`config.mk`:
```
export PLATFORM = sky130hd
export DESIGN_NAME = fpu_sb_top
export DESIGN_NICKNAME = d
export VERILOG_FILES = /design/src/rtl/fpu_sb_pkg.sv /design/src/rtl/fpu_sb_pipe.sv /design/src/rtl/fpu_sb_iter.sv /design/src/rtl/fpu_sb_regtrack.sv /design/src/rtl/fpu_sb_top.sv
export SDC_FILE = /design/constraint.sdc
export NUM_CORES = 1
export LEC_CHECK = 0
export ABC_CLOCK_PERIOD_IN_PS = 5500
export BUFFER_PORTS_ARGS = -buffer_cell sky130_fd_sc_hd__buf_2
export CORE_MARGIN = 1
export CORE_UTILIZATION = 54
export DETAILED_ROUTE_END_ITERATION = 10
export PLACE_DENSITY = 0.72
export RECOVER_POWER = 100
export SYNTH_ARGS = -nofsm -noshare
export SYNTH_HDL_FRONTEND = slang
export SYNTH_SLANG_ARGS = --single-unit
```
`constraint.sdc`:
```
create_clock -name clk -period 5.5 [get_ports clk]
set_clock_uncertainty 0.15 [all_clocks]
set_input_delay 0.55 -clock clk [delete_from_list [all_inputs] [get_ports clk]]
set_output_delay 0.55 -clock clk [all_outputs]
set_load 0.05 [all_outputs]
```
`src/rtl/fpu_sb_pkg.sv`:
```
package fpu_sb_pkg;

  typedef enum logic [2:0] {
    OP_ADD   = 3'd0,
    OP_MUL   = 3'd1,
    OP_CVT   = 3'd2,
    OP_CMP   = 3'd3,
    OP_DIVS  = 3'd4,
    OP_DIVD  = 3'd5,
    OP_SQRTS = 3'd6,
    OP_SQRTD = 3'd7
  } op_cls_e;

  // occupancy (block) and completion (latency) figures of the iterative unit
  localparam int DIVS_BLK  = 14;
  localparam int DIVS_LAT  = 16;
  localparam int DIVD_BLK  = 15;
  localparam int DIVD_LAT  = 17;
  localparam int SQRTS_BLK = 22;
  localparam int SQRTS_LAT = 24;
  localparam int SQRTD_BLK = 23;
  localparam int SQRTD_LAT = 25;

  localparam int MAX_LAT = SQRTD_LAT;
  localparam int CNT_W   = $clog2(MAX_LAT + 1);

  function automatic logic is_iter(input logic [2:0] c);
    return c[2];
  endfunction

  function automatic logic [CNT_W-1:0] blk_of(input logic [2:0] c);
    case (c)
      OP_DIVS:  return CNT_W'(DIVS_BLK);
      OP_DIVD:  return CNT_W'(DIVD_BLK);
      OP_SQRTS: return CNT_W'(SQRTS_BLK);
      OP_SQRTD: return CNT_W'(SQRTD_BLK);
      default:  return CNT_W'(0);
    endcase
  endfunction

  function automatic logic [CNT_W-1:0] lat_of(input logic [2:0] c);
    case (c)
      OP_DIVS:  return CNT_W'(DIVS_LAT);
      OP_DIVD:  return CNT_W'(DIVD_LAT);
      OP_SQRTS: return CNT_W'(SQRTS_LAT);
      OP_SQRTD: return CNT_W'(SQRTD_LAT);
      default:  return CNT_W'(0);
    endcase
  endfunction

endpackage

```
`src/rtl/fpu_sb_pipe.sv`:
```
// Fixed-depth timing pipe for the pipelined classes; the whole pipe holds on stall.
module fpu_sb_pipe #(
  parameter int DEPTH = 4,
  parameter int DW    = 8
) (
  input  logic          clk,
  input  logic          rst_n,
  input  logic          stall,
  input  logic          in_v,
  input  logic [DW-1:0] in_data,
  output logic          out_v,
  output logic [DW-1:0] out_data
);

  logic [DEPTH-1:0] v_q;
  logic [DEPTH-1:0] v_d;
  logic [DW-1:0]    d_q [DEPTH];
  logic [DW-1:0]    d_d [DEPTH];

  always_comb begin
    for (int i = 0; i < DEPTH; i++) begin
      if (i == 0) begin
        v_d[i] = in_v;
        d_d[i] = in_data;
      end else begin
        v_d[i] = v_q[i-1];
        d_d[i] = d_q[i-1];
      end
    end
  end

  always_ff @(posedge clk or negedge rst_n) begin
    if (!rst_n) begin
      v_q <= '0;
    end else if (!stall) begin
      v_q <= v_d;
    end
  end

  always_ff @(posedge clk) begin
    if (!stall) begin
      for (int i = 0; i < DEPTH; i++) begin
        d_q[i] <= d_d[i];
      end
    end
  end

  assign out_v    = v_q[DEPTH-1];
  assign out_data = d_q[DEPTH-1];

endmodule

```
`src/rtl/fpu_sb_iter.sv`:
```
// Shared divide / square-root unit: an occupancy stage followed by a drain stage.
module fpu_sb_iter
  import fpu_sb_pkg::*;
#(
  parameter int IDX_W = 5
) (
  input  logic             clk,
  input  logic             rst_n,
  input  logic             start,
  input  logic [2:0]       start_cls,
  input  logic [IDX_W-1:0] start_dst,
  output logic             free,
  output logic             fire,
  output logic [IDX_W-1:0] fire_dst,
  output logic [2:0]       fire_cls
);

  logic             occ_v_q, occ_v_d;
  logic [CNT_W-1:0] occ_cnt_q, occ_cnt_d;
  logic [IDX_W-1:0] occ_dst_q, occ_dst_d;
  logic [2:0]       occ_cls_q, occ_cls_d;

  logic             drn_v_q, drn_v_d;
  logic [CNT_W-1:0] drn_cnt_q, drn_cnt_d;
  logic [IDX_W-1:0] drn_dst_q, drn_dst_d;
  logic [2:0]       drn_cls_q, drn_cls_d;

  logic occ_done;

  assign occ_done = occ_v_q && (occ_cnt_q == '0);
  assign free     = !occ_v_q || occ_done;
  assign fire     = drn_v_q && (drn_cnt_q == '0);
  assign fire_dst = drn_dst_q;
  assign fire_cls = drn_cls_q;

  always_comb begin
    occ_v_d   = occ_v_q;
    occ_cnt_d = occ_cnt_q;
    occ_dst_d = occ_dst_q;
    occ_cls_d = occ_cls_q;
    if (start) begin
      occ_v_d   = 1'b1;
      occ_cnt_d = blk_of(start_cls) - CNT_W'(1);
      occ_dst_d = start_dst;
      occ_cls_d = start_cls;
    end else if (occ_done) begin
      occ_v_d = 1'b0;
    end else if (occ_v_q) begin
      occ_cnt_d = occ_cnt_q - CNT_W'(1);
    end
  end

  always_comb begin
    drn_v_d   = drn_v_q;
    drn_cnt_d = drn_cnt_q;
    drn_dst_d = drn_dst_q;
    drn_cls_d = drn_cls_q;
    if (occ_done) begin
      drn_v_d   = 1'b1;
      drn_cnt_d = lat_of(occ_cls_q) - blk_of(occ_cls_q) - CNT_W'(1);
      drn_dst_d = occ_dst_q;
      drn_cls_d = occ_cls_q;
    end else if (fire) begin
      drn_v_d = 1'b0;
    end else if (drn_v_q) begin
      drn_cnt_d = drn_cnt_q - CNT_W'(1);
    end
  end

  always_ff @(posedge clk or negedge rst_n) begin
    if (!rst_n) begin
      occ_v_q   <= 1'b0;
      occ_cnt_q <= '0;
      drn_v_q   <= 1'b0;
      drn_cnt_q <= '0;
    end else begin
      occ_v_q   <= occ_v_d;
      occ_cnt_q <= occ_cnt_d;
      drn_v_q   <= drn_v_d;
      drn_cnt_q <= drn_cnt_d;
    end
  end

  always_ff @(posedge clk) begin
    occ_dst_q <= occ_dst_d;
    occ_cls_q <= occ_cls_d;
    drn_dst_q <= drn_dst_d;
    drn_cls_q <= drn_cls_d;
  end

endmodule

```
`src/rtl/fpu_sb_regtrack.sv`:
```
// Per-register in-flight bits and the issue hazard lookup.
module fpu_sb_regtrack #(
  parameter int NREG  = 32,
  parameter int IDX_W = 5
) (
  input  logic             clk,
  input  logic             rst_n,
  input  logic             set_en,
  input  logic [IDX_W-1:0] set_idx,
  input  logic             clr_en,
  input  logic [IDX_W-1:0] clr_idx,
  input  logic [IDX_W-1:0] look_a,
  input  logic [IDX_W-1:0] look_b,
  input  logic [IDX_W-1:0] look_c,
  output logic             hit,
  output logic [NREG-1:0]  pend
);

  logic [NREG-1:0] pend_q;
  logic [NREG-1:0] pend_d;

  always_comb begin
    pend_d = pend_q;
    if (clr_en) pend_d[clr_idx] = 1'b0;
    if (set_en) pend_d[set_idx] = 1'b1;
  end

  always_ff @(posedge clk or negedge rst_n) begin
    if (!rst_n) begin
      pend_q <= '0;
    end else if (set_en || clr_en) begin
      pend_q <= pend_d;
    end
  end

  assign hit  = pend_q[look_a] | pend_q[look_b] | pend_q[look_c];
  assign pend = pend_q;

endmodule

```
`src/rtl/fpu_sb_top.sv`:
```
module fpu_sb_top
  import fpu_sb_pkg::*;
#(
  parameter int NREG     = 32,
  parameter int PIPE_LAT = 4,
  localparam int IDX_W   = $clog2(NREG)
) (
  input  logic             clk,
  input  logic             rst_n,
  input  logic             in_valid,
  output logic             in_ready,
  input  logic [2:0]       in_class,
  input  logic [IDX_W-1:0] in_dst,
  input  logic [IDX_W-1:0] in_src_a,
  input  logic [IDX_W-1:0] in_src_b,
  output logic             cmp_valid,
  output logic [IDX_W-1:0] cmp_dst,
  output logic [2:0]       cmp_class
);

  localparam int PDW = IDX_W + 3;

  logic             req_iter;
  logic             hazard;
  logic             accept;
  logic             iter_free;
  logic             drn_fire;
  logic [IDX_W-1:0] drn_dst;
  logic [2:0]       drn_cls;
  logic             pipe_last_v;
  logic [PDW-1:0]   pipe_last_d;
  logic             pipe_stall;
  logic [NREG-1:0]  pending;

  assign req_iter   = is_iter(in_class);
  assign pipe_stall = drn_fire && pipe_last_v;
  assign in_ready   = !hazard && (req_iter ? iter_free : !pipe_stall);
  assign accept     = in_valid && in_ready;

  fpu_sb_regtrack #(.NREG(NREG), .IDX_W(IDX_W)) u_track (
    .clk     (clk),
    .rst_n   (rst_n),
    .set_en  (accept),
    .set_idx (in_dst),
    .clr_en  (cmp_valid),
    .clr_idx (cmp_dst),
    .look_a  (in_src_a),
    .look_b  (in_src_b),
    .look_c  (in_dst),
    .hit     (hazard),
    .pend    (pending)
  );

  fpu_sb_iter #(.IDX_W(IDX_W)) u_iter (
    .clk       (clk),
    .rst_n     (rst_n),
    .start     (accept && req_iter),
    .start_cls (in_class),
    .start_dst (in_dst),
    .free      (iter_free),
    .fire      (drn_fire),
    .fire_dst  (drn_dst),
    .fire_cls  (drn_cls)
  );

  fpu_sb_pipe #(.DEPTH(PIPE_LAT), .DW(PDW)) u_pipe (
    .clk      (clk),
    .rst_n    (rst_n),
    .stall    (pipe_stall),
    .in_v     (accept && !req_iter),
    .in_data  ({in_class, in_dst}),
    .out_v    (pipe_last_v),
    .out_data (pipe_last_d)
  );

  // writeback port: the iterative unit wins a tie
  always_comb begin
    cmp_valid = drn_fire || pipe_last_v;
    if (drn_fire) begin
      cmp_dst   = drn_dst;
      cmp_class = drn_cls;
    end else begin
      cmp_dst   = pipe_last_d[IDX_W-1:0];
      cmp_class = pipe_last_d[PDW-1:IDX_W];
    end
  end

endmodule

```
=== After elaboration in Yosys (flattened, before gate mapping) ===
Memories as Yosys holds them, arrays and structs flattened.
Index checks and enable logic that the tools add are counted.

* Add/subtract/negate cells: 5
* $lt $le $gt $ge: 6
* Equality and inequality tests: 10
* Multiplexer cells: 32
* Bitwise operators: 5
* Reductions and logical operators: 24

{| class="wikitable"
|+ Operators by type and width
! operator !! number
|-
| $mux W32 || 2
|-
| $pmux W5 S4 || 3
|-
| $mux W5 || 10
|-
| $and A32 B32 Y32 || 1
|-
| $not A32 Y32 || 1
|-
| $or A32 B32 Y32 || 1
|-
| $eq A3 B3 Y1 const B || 8
|-
| $lt A5 B6 Y1 const B || 4
|-
| $sub A5 B1 Y5 const B || 4
|-
| $bmux W1 S5 || 3
|-
| $mux W1 || 11
|-
| $demux W1 S5 || 2
|-
| $ge A5 B1 Y1 const B || 2
|-
| $logic_not A5 Y1 || 2
|-
| $logic_and A1 B1 Y1 || 9
|-
| $reduce_bool A2 Y1 || 4
|-
| $sub A5 B5 Y5 || 1
|-
| $logic_not A1 Y1 || 4
|-
| $ne A2 B1 Y1 const B || 2
|-
| $reduce_and A2 Y1 || 2
|-
| $logic_or A1 B1 Y1 || 3
|-
| $mux W3 || 1
|-
| $or A1 B1 Y1 || 2
|}

* Flip-flop bits (word level): 64
* Bits in writable memories: 32
* Bits of input ports: 21
* Output and inout bits: 10
* Memories kept: 1

{| class="wikitable"
|+ Memories
! memory !! depth !! bits a word !! read ports !! clocked after Yosys merged registers in !! write ports !! RTL line !! RTL
|-
| u_pipe.d_q || 4 || 8 || 4 || 0 || 4 || fpu_sb_pipe.sv:17 || <nowiki>logic [DW-1:0] d_q [DEPTH];</nowiki>
|}

=== Depth between registers and ports, before layout ===
* Depth after elaboration: 12
* Mapped depth: 14
* Mapped depth without buffers: 13

=== By module ===
Synthesis repeated with hierarchy kept, for this count alone.

* Cell total of the unflattened synthesis: 393
* Area total of the unflattened synthesis: 4813.4 µm²

{| class="wikitable"
|+ By module, submodules not included
! module !! instances !! cells each !! area an instance (µm²) !! seq. area each (µm²)
|-
| fpu_sb_regtrack || 1 || 233 || 2234.6 || 800.8
|-
| fpu_sb_iter || 1 || 100 || 1293.7 || 780.7
|-
| fpu_sb_pipe || 1 || 41 || 1109.8 || 1061.0
|-
| fpu_sb_top || 1 || 19 || 175.2 || 0.0
|}

=== Least setup slack after synthesis ===
OpenSTA, ideal clock, no wires.

* Path type: flip-flop to flip-flop
* Start point: reg u_iter.drn_cnt_q[0]
* End point: reg u_iter.occ_cnt_q[4]
* Data arrival time: 4.069 ns
* Data required time: 5.225 ns
* Slack: 1.156 ns
* Cell stages (with the launch flop): 15
* Path buffers: 1
* Clock period less this slack: 4.344 ns
* Cells stage by stage: dfrtp_1 > inv_1 > ha_1 > nor4b_1 > nand3_1 > mux2_2 > nand4_1 > nor4_4 > and2_1 > buf_6 > mux2i_1 > ha_1 > nand3_1 > xnor2_1 > mux2_4

* Word-level cells in the longest chain between the ends: 10
* Elaborated cells between the ends (all ways): 12

{| class="wikitable"
|+ RTL lines
! item !! RTL line !! RTL
|-
| from (decl) || fpu_sb_iter.sv:24 || <nowiki>logic [CNT_W-1:0] drn_cnt_q, drn_cnt_d;</nowiki>
|-
| from (signal assigned) || fpu_sb_iter.sv:80 || <nowiki>drn_cnt_q <= drn_cnt_d;</nowiki>
|-
| $logic_not A5 Y1 * || fpu_sb_iter.sv:32 || <nowiki>assign fire = drn_v_q && (drn_cnt_q == '0);</nowiki>
|-
| $logic_and A1 B1 Y1 * || fpu_sb_iter.sv:32 ||
|-
| $logic_and A1 B1 Y1 * || fpu_sb_top.sv:36 || <nowiki>assign pipe_stall = drn_fire && pipe_last_v;</nowiki>
|-
| $logic_not A1 Y1 * || - ||
|-
| $mux W1 * || fpu_sb_top.sv:37 || <nowiki>assign in_ready = !hazard && (req_iter ? iter_free : !pipe_stall);</nowiki>
|-
| $logic_and A1 B1 Y1 * || fpu_sb_top.sv:37 ||
|-
| net in_ready || fpu_sb_top.sv:11 || <nowiki>output logic in_ready,</nowiki>
|-
| $logic_and A1 B1 Y1 * || fpu_sb_top.sv:38 || <nowiki>assign accept = in_valid && in_ready;</nowiki>
|-
| $logic_and A1 B1 Y1 * || fpu_sb_top.sv:57 || <nowiki>.start (accept && req_iter),</nowiki>
|-
| $ne A2 B1 Y1 (no line) or $reduce_bool A2 Y1 (tied branches) || - ||
|-
| $reduce_and A2 Y1 (no line) || - ||
|-
| to (signal assigned) || fpu_sb_iter.sv:78 || <nowiki>occ_cnt_q <= occ_cnt_d;</nowiki>
|-
| to (decl) || fpu_sb_iter.sv:19 || <nowiki>logic [CNT_W-1:0] occ_cnt_q, occ_cnt_d;</nowiki>
|}

Mark *: on every way through the listed nets, which the timed path passes. The rest lies on a longest branch.
A chain may end at the register's enable or synchronous reset.

=== Final worst setup path ===
* Start point: in in_dst[1]
* End point: reg u_iter.occ_cnt_q[4]

* Word-level cells in the longest chain between the ends: 9
* Elaborated cells between the ends (all ways): 11

{| class="wikitable"
|+ RTL lines
! item !! RTL line !! RTL
|-
| from (decl) || fpu_sb_top.sv:13 || <nowiki>input logic [IDX_W-1:0] in_dst,</nowiki>
|-
| $bmux W1 S5 * || fpu_sb_regtrack.sv:36 || <nowiki>assign hit = pend_q[look_a] | pend_q[look_b] | pend_q[look_c];</nowiki>
|-
| $mux W1 (not written as such) * || fpu_sb_regtrack.sv:36 ||
|-
| $or A1 B1 Y1 * || fpu_sb_regtrack.sv:36 ||
|-
| $logic_not A1 Y1 * || fpu_sb_top.sv:37 ||
|-
| $logic_and A1 B1 Y1 * || fpu_sb_top.sv:37 ||
|-
| $logic_and A1 B1 Y1 * || fpu_sb_top.sv:38 ||
|-
| $logic_and A1 B1 Y1 * || fpu_sb_top.sv:57 ||
|-
| $ne A2 B1 Y1 (no line) or $reduce_bool A2 Y1 (tied branches) || - ||
|-
| $reduce_and A2 Y1 (no line) || - ||
|}

Mark *: on every way between the ends. The rest lies on a longest branch, timed or not. The select of a mux whose other input is x is not followed.

==> metrics <==
postcts setup bufs=0; Power Internal=~1.1 mW; Tot GR Track Use=about a quarter; RSZ-0062 raised after global routing=false; post-synth top area cell=edfxtp_1; Max VDD drop=about 0.18 mV; CTS Buf Count=9; combinational fraction of design power=16.3%; multi-input logic area=between 1500 and 2000 um^2; Crit. Startpoint=in_dst[1]; NetSw=approximately 0.47 mW; Syn Std Cell Area=4740 um^2; DR DRC count=0; synth top area cells=edfxtp_1 (30%), dfrtp_1 (25%), mux2i_1 (6.3%); Seq pwr share=a little over half; htree depth=3; Die ar.=about 9200 um^2; max-capacitance violation count=2; share of cells above drive strength 1=between 10% and 20%; total chip power=between 1.5 and 2 mW; crit path cell chain=clkbuf_1 -> mux4_2 -> and4_1 -> a31oi_1 -> o311ai_0 -> nor4_4 -> and2_1 -> mux2i_1 -> ha_1 -> nand3_1 -> xnor2_1 -> mux2_1; Reg-to-Reg End=u_iter.occ_cnt_q[4]$_DFFE_PN0P_; Clock Sink Count=96; Mapped Avg Cell Area=12.8 um^2; Power Density=316 nW/um^2; CP Launch Type=input port; Peak Freq=around 220 MHz; largest net degree at the start of global routing=49; I/O Buffers=30; failing checks=max-capacitance violations, max-slew violations; Critical Path AT=~4.6 ns; YS warnings=0; crit-path max FO=20; worst path required time=5.61 ns; CTS Hold Buffers Added=0; RR Startpoint=u_iter.occ_cnt_q[1]$_DFFE_PN0P_; Via density=6.51; num ports=31; Area Overhead vs Synth=7.36%; Core Footprint=8340 um^2; Post-synth EDFFs=48; width of the die=approximately 96 um; maximum buffer depth of the clock tree=2; reg2reg path depth=11; crit share post-route=a little over 80%; vias in the first global route=between 3k and 4k; switching share of power=between 20% and 30%; post-synthesis sequential area ratio=between 50% and 60%; post-CTS sizing=0; DRT antenna net count=0; Setup CP Type=in2reg; crit end category=register; Gate Count Post-Synth=approximately 370; row count=33; leakage power total=between 1.5 and 2 nW; Slowest cell on crit path=clkbuf_1; R2R setup slack=1.68 ns; final setup fails=0; synth cell count leaders=dfrtp_1 (48), edfxtp_1 (48), o21ai_0 (33); proportion of power drawn by the clock network=between 20% and 30%; antenna violations before repair=0; post-DR wirelength/cell=about 22 um; GP Congestion=about 0.92; Slew headroom=-71.2%; syn_nets=about 390; register area=2640 um^2; Total Wirelength=roughly 11000 um; Fill cells=between 600 and 700; Final HPWL DP=~7700 um; Final #Nets=418; Slew @ Worst Pin=between 2 and 3 ns; Vias=approximately 3.3k; min Tclk post-route=4.47 ns; Primary FF master, synth=edfxtp_1; antenna cells=0; Final Hold Fails=0; Critical Path End=u_iter.occ_cnt_q[4]$_DFFE_PN0P_; TritonCTS clock tree=done; later-pin clock latency in the skew report=0.37 ns; die height=approximately 96 um; Reg clk slew, reported paths=roughly 0.09 ns; FFs w/ async S/R, synth=approximately 50%; setup TNS=0 ns; status=complete, but fails checks; drt pass-1 iters=6; first-pass GRT wire length=about 17000 um; synth unique cells=54; total grt overflow=0; 1st-iter DRT viols=300; Hold WC Path Type=reg2reg; Crit path largest cell delay=about 0.9 ns; Slew Limit Fails=86; share of the synthesized area in the top cell type=between 30 and 40%; post-synthesis register bit count=96; Initial Util=about 57%; Root Driver=clkbuf_8
[layer usage]
| layer | vias up | GRT usage (%) | routed length, um |
|---|---|---|---|
| li1 | 1474 | - | - |
| met1 | 1610 | 36.2 | 4920 |
| met2 | 167 | 39.5 | 4930 |
| met3 | 22 | 8.37 | 1000 |
| met4 | 0 | 7.09 | 133 |
| met5 | - | 0 | 0 |
[cells in the final DEF, fill, tap and decap left out, types with 3 or more instances in the layout]
cell	netlist	final
dfrtp_1	48	48
edfxtp_1	48	48
o21ai_0	33	33
o31ai_1	31	31
mux2i_1	30	30
inv_1	19	19
clkbuf_1	7	19
nand2_1	17	18
nand3_1	17	16
buf_2	4	12
mux4_2	9	9
clkbuf_8	0	9
nor2_1	8	8
mux2_2	7	6
a21oi_1	6	6
mux4_1	5	5
nor3_1	5	5
nand2b_1	5	5
or2_2	4	4
or3_1	4	4
xor2_1	4	4
ha_1	4	4
and2_1	3	3
nor2b_1	3	3
o22ai_1	3	3
xnor2_1	3	3
[worst max-delay path, delay by kind of cell]
kind	cells	cell delay (ns)
simple gates	4	1.25
mux	3	1.16
fa+ha+maj	1	0.23
compound gates	2	0.36
xor+xnor	1	0.13
buf+inv	1	0.88
[power by group through the flow]
stage / Combinational [mW] / Clock [mW] / Sequential (mW)
after global placement: 0.258 / 0 / 0.885
final: 0.263 / 0.475 / 0.873
after floorplan: 0.204 / 0 / 0.867
after CTS: 0.268 / 0.483 / 0.871
after global routing: 0.294 / 0.512 / 0.880
after detailed placement: 0.268 / 0 / 0.884
[layout make-up]
cell class | count | area share [%]
inverters | 19 | 1.40
repair buffers | 31 | 2.58
clock inverters | 7 | 1.55
well taps | 105 | 2.58
flip-flops and latches | 96 | 51.9
multi-input cells | 236 | 37.5
clock buffers | 9 | 2.43
[flip-flops by register name (all words and copies together), names as in the netlist]
name,flops
u_pipe.d_q,32
u_track.pend,32
u_iter.drn_cnt_q,5
u_iter.fire_dst,5
u_iter.occ_cnt_q,5
u_iter.occ_dst_q,5
u_pipe.v_q,4
u_iter.fire_cls,3
u_iter.occ_cls_q,3
u_iter.drn_v_q,1
u_iter.occ_v_q,1
[cells by family after synthesis]
kind of cell	Yosys count	share of synthesized area [%]
adders and majority gates	4	1.06
DFF	96	55.7
AOI/OAI and AO/OA	94	13.5
buffers and inverters	37	3.83
muxes	52	15.4
xor gates and xnor gates	7	1.29
and+or+nand+nor	79	9.26
[stage by stage]
stage	hold WS [ns]	setup slack, ns	util, %	std cells	instance area (um^2)
2_1_floorplan	0.104	1.16	-	369	4740
3_3_place_gp	0.250	1.33	59.0	487	4920
3_5_place_dp	0.255	1.19	59.0	487	4920
4_1_cts	0.249	1.57	61.5	503	5130
5_1_grt	0.279	0.766	61.0	503	5090
6_report	0.275	1.03	61.0	503	5090
[worst min-delay path by stage]
stage	endpoint	depth (start not counted)	from	slack, ns
2_1_floorplan	u_iter.drn_cnt_q[0]$_DFFE_PN0P_	0	rst_n	0.10
3_3_place_gp	u_pipe.d_q[2][5]$_DFFE_PN_	0	u_pipe.d_q[1][5]$_DFFE_PN_	0.25
3_5_place_dp	u_iter.fire_dst[3]$_DFFE_PP_	0	u_iter.occ_dst_q[3]$_DFFE_PN_	0.25
4_1_cts	u_iter.drn_cnt_q[2]$_DFFE_PN0P_	1	rst_n	0.25
5_1_grt	u_iter.fire_dst[3]$_DFFE_PP_	0	u_iter.occ_dst_q[3]$_DFFE_PN_	0.28
6_report	u_iter.fire_dst[3]$_DFFE_PP_	0	u_iter.occ_dst_q[3]$_DFFE_PN_	0.27
No activity file was read; power rests on OpenSTA's default activity.
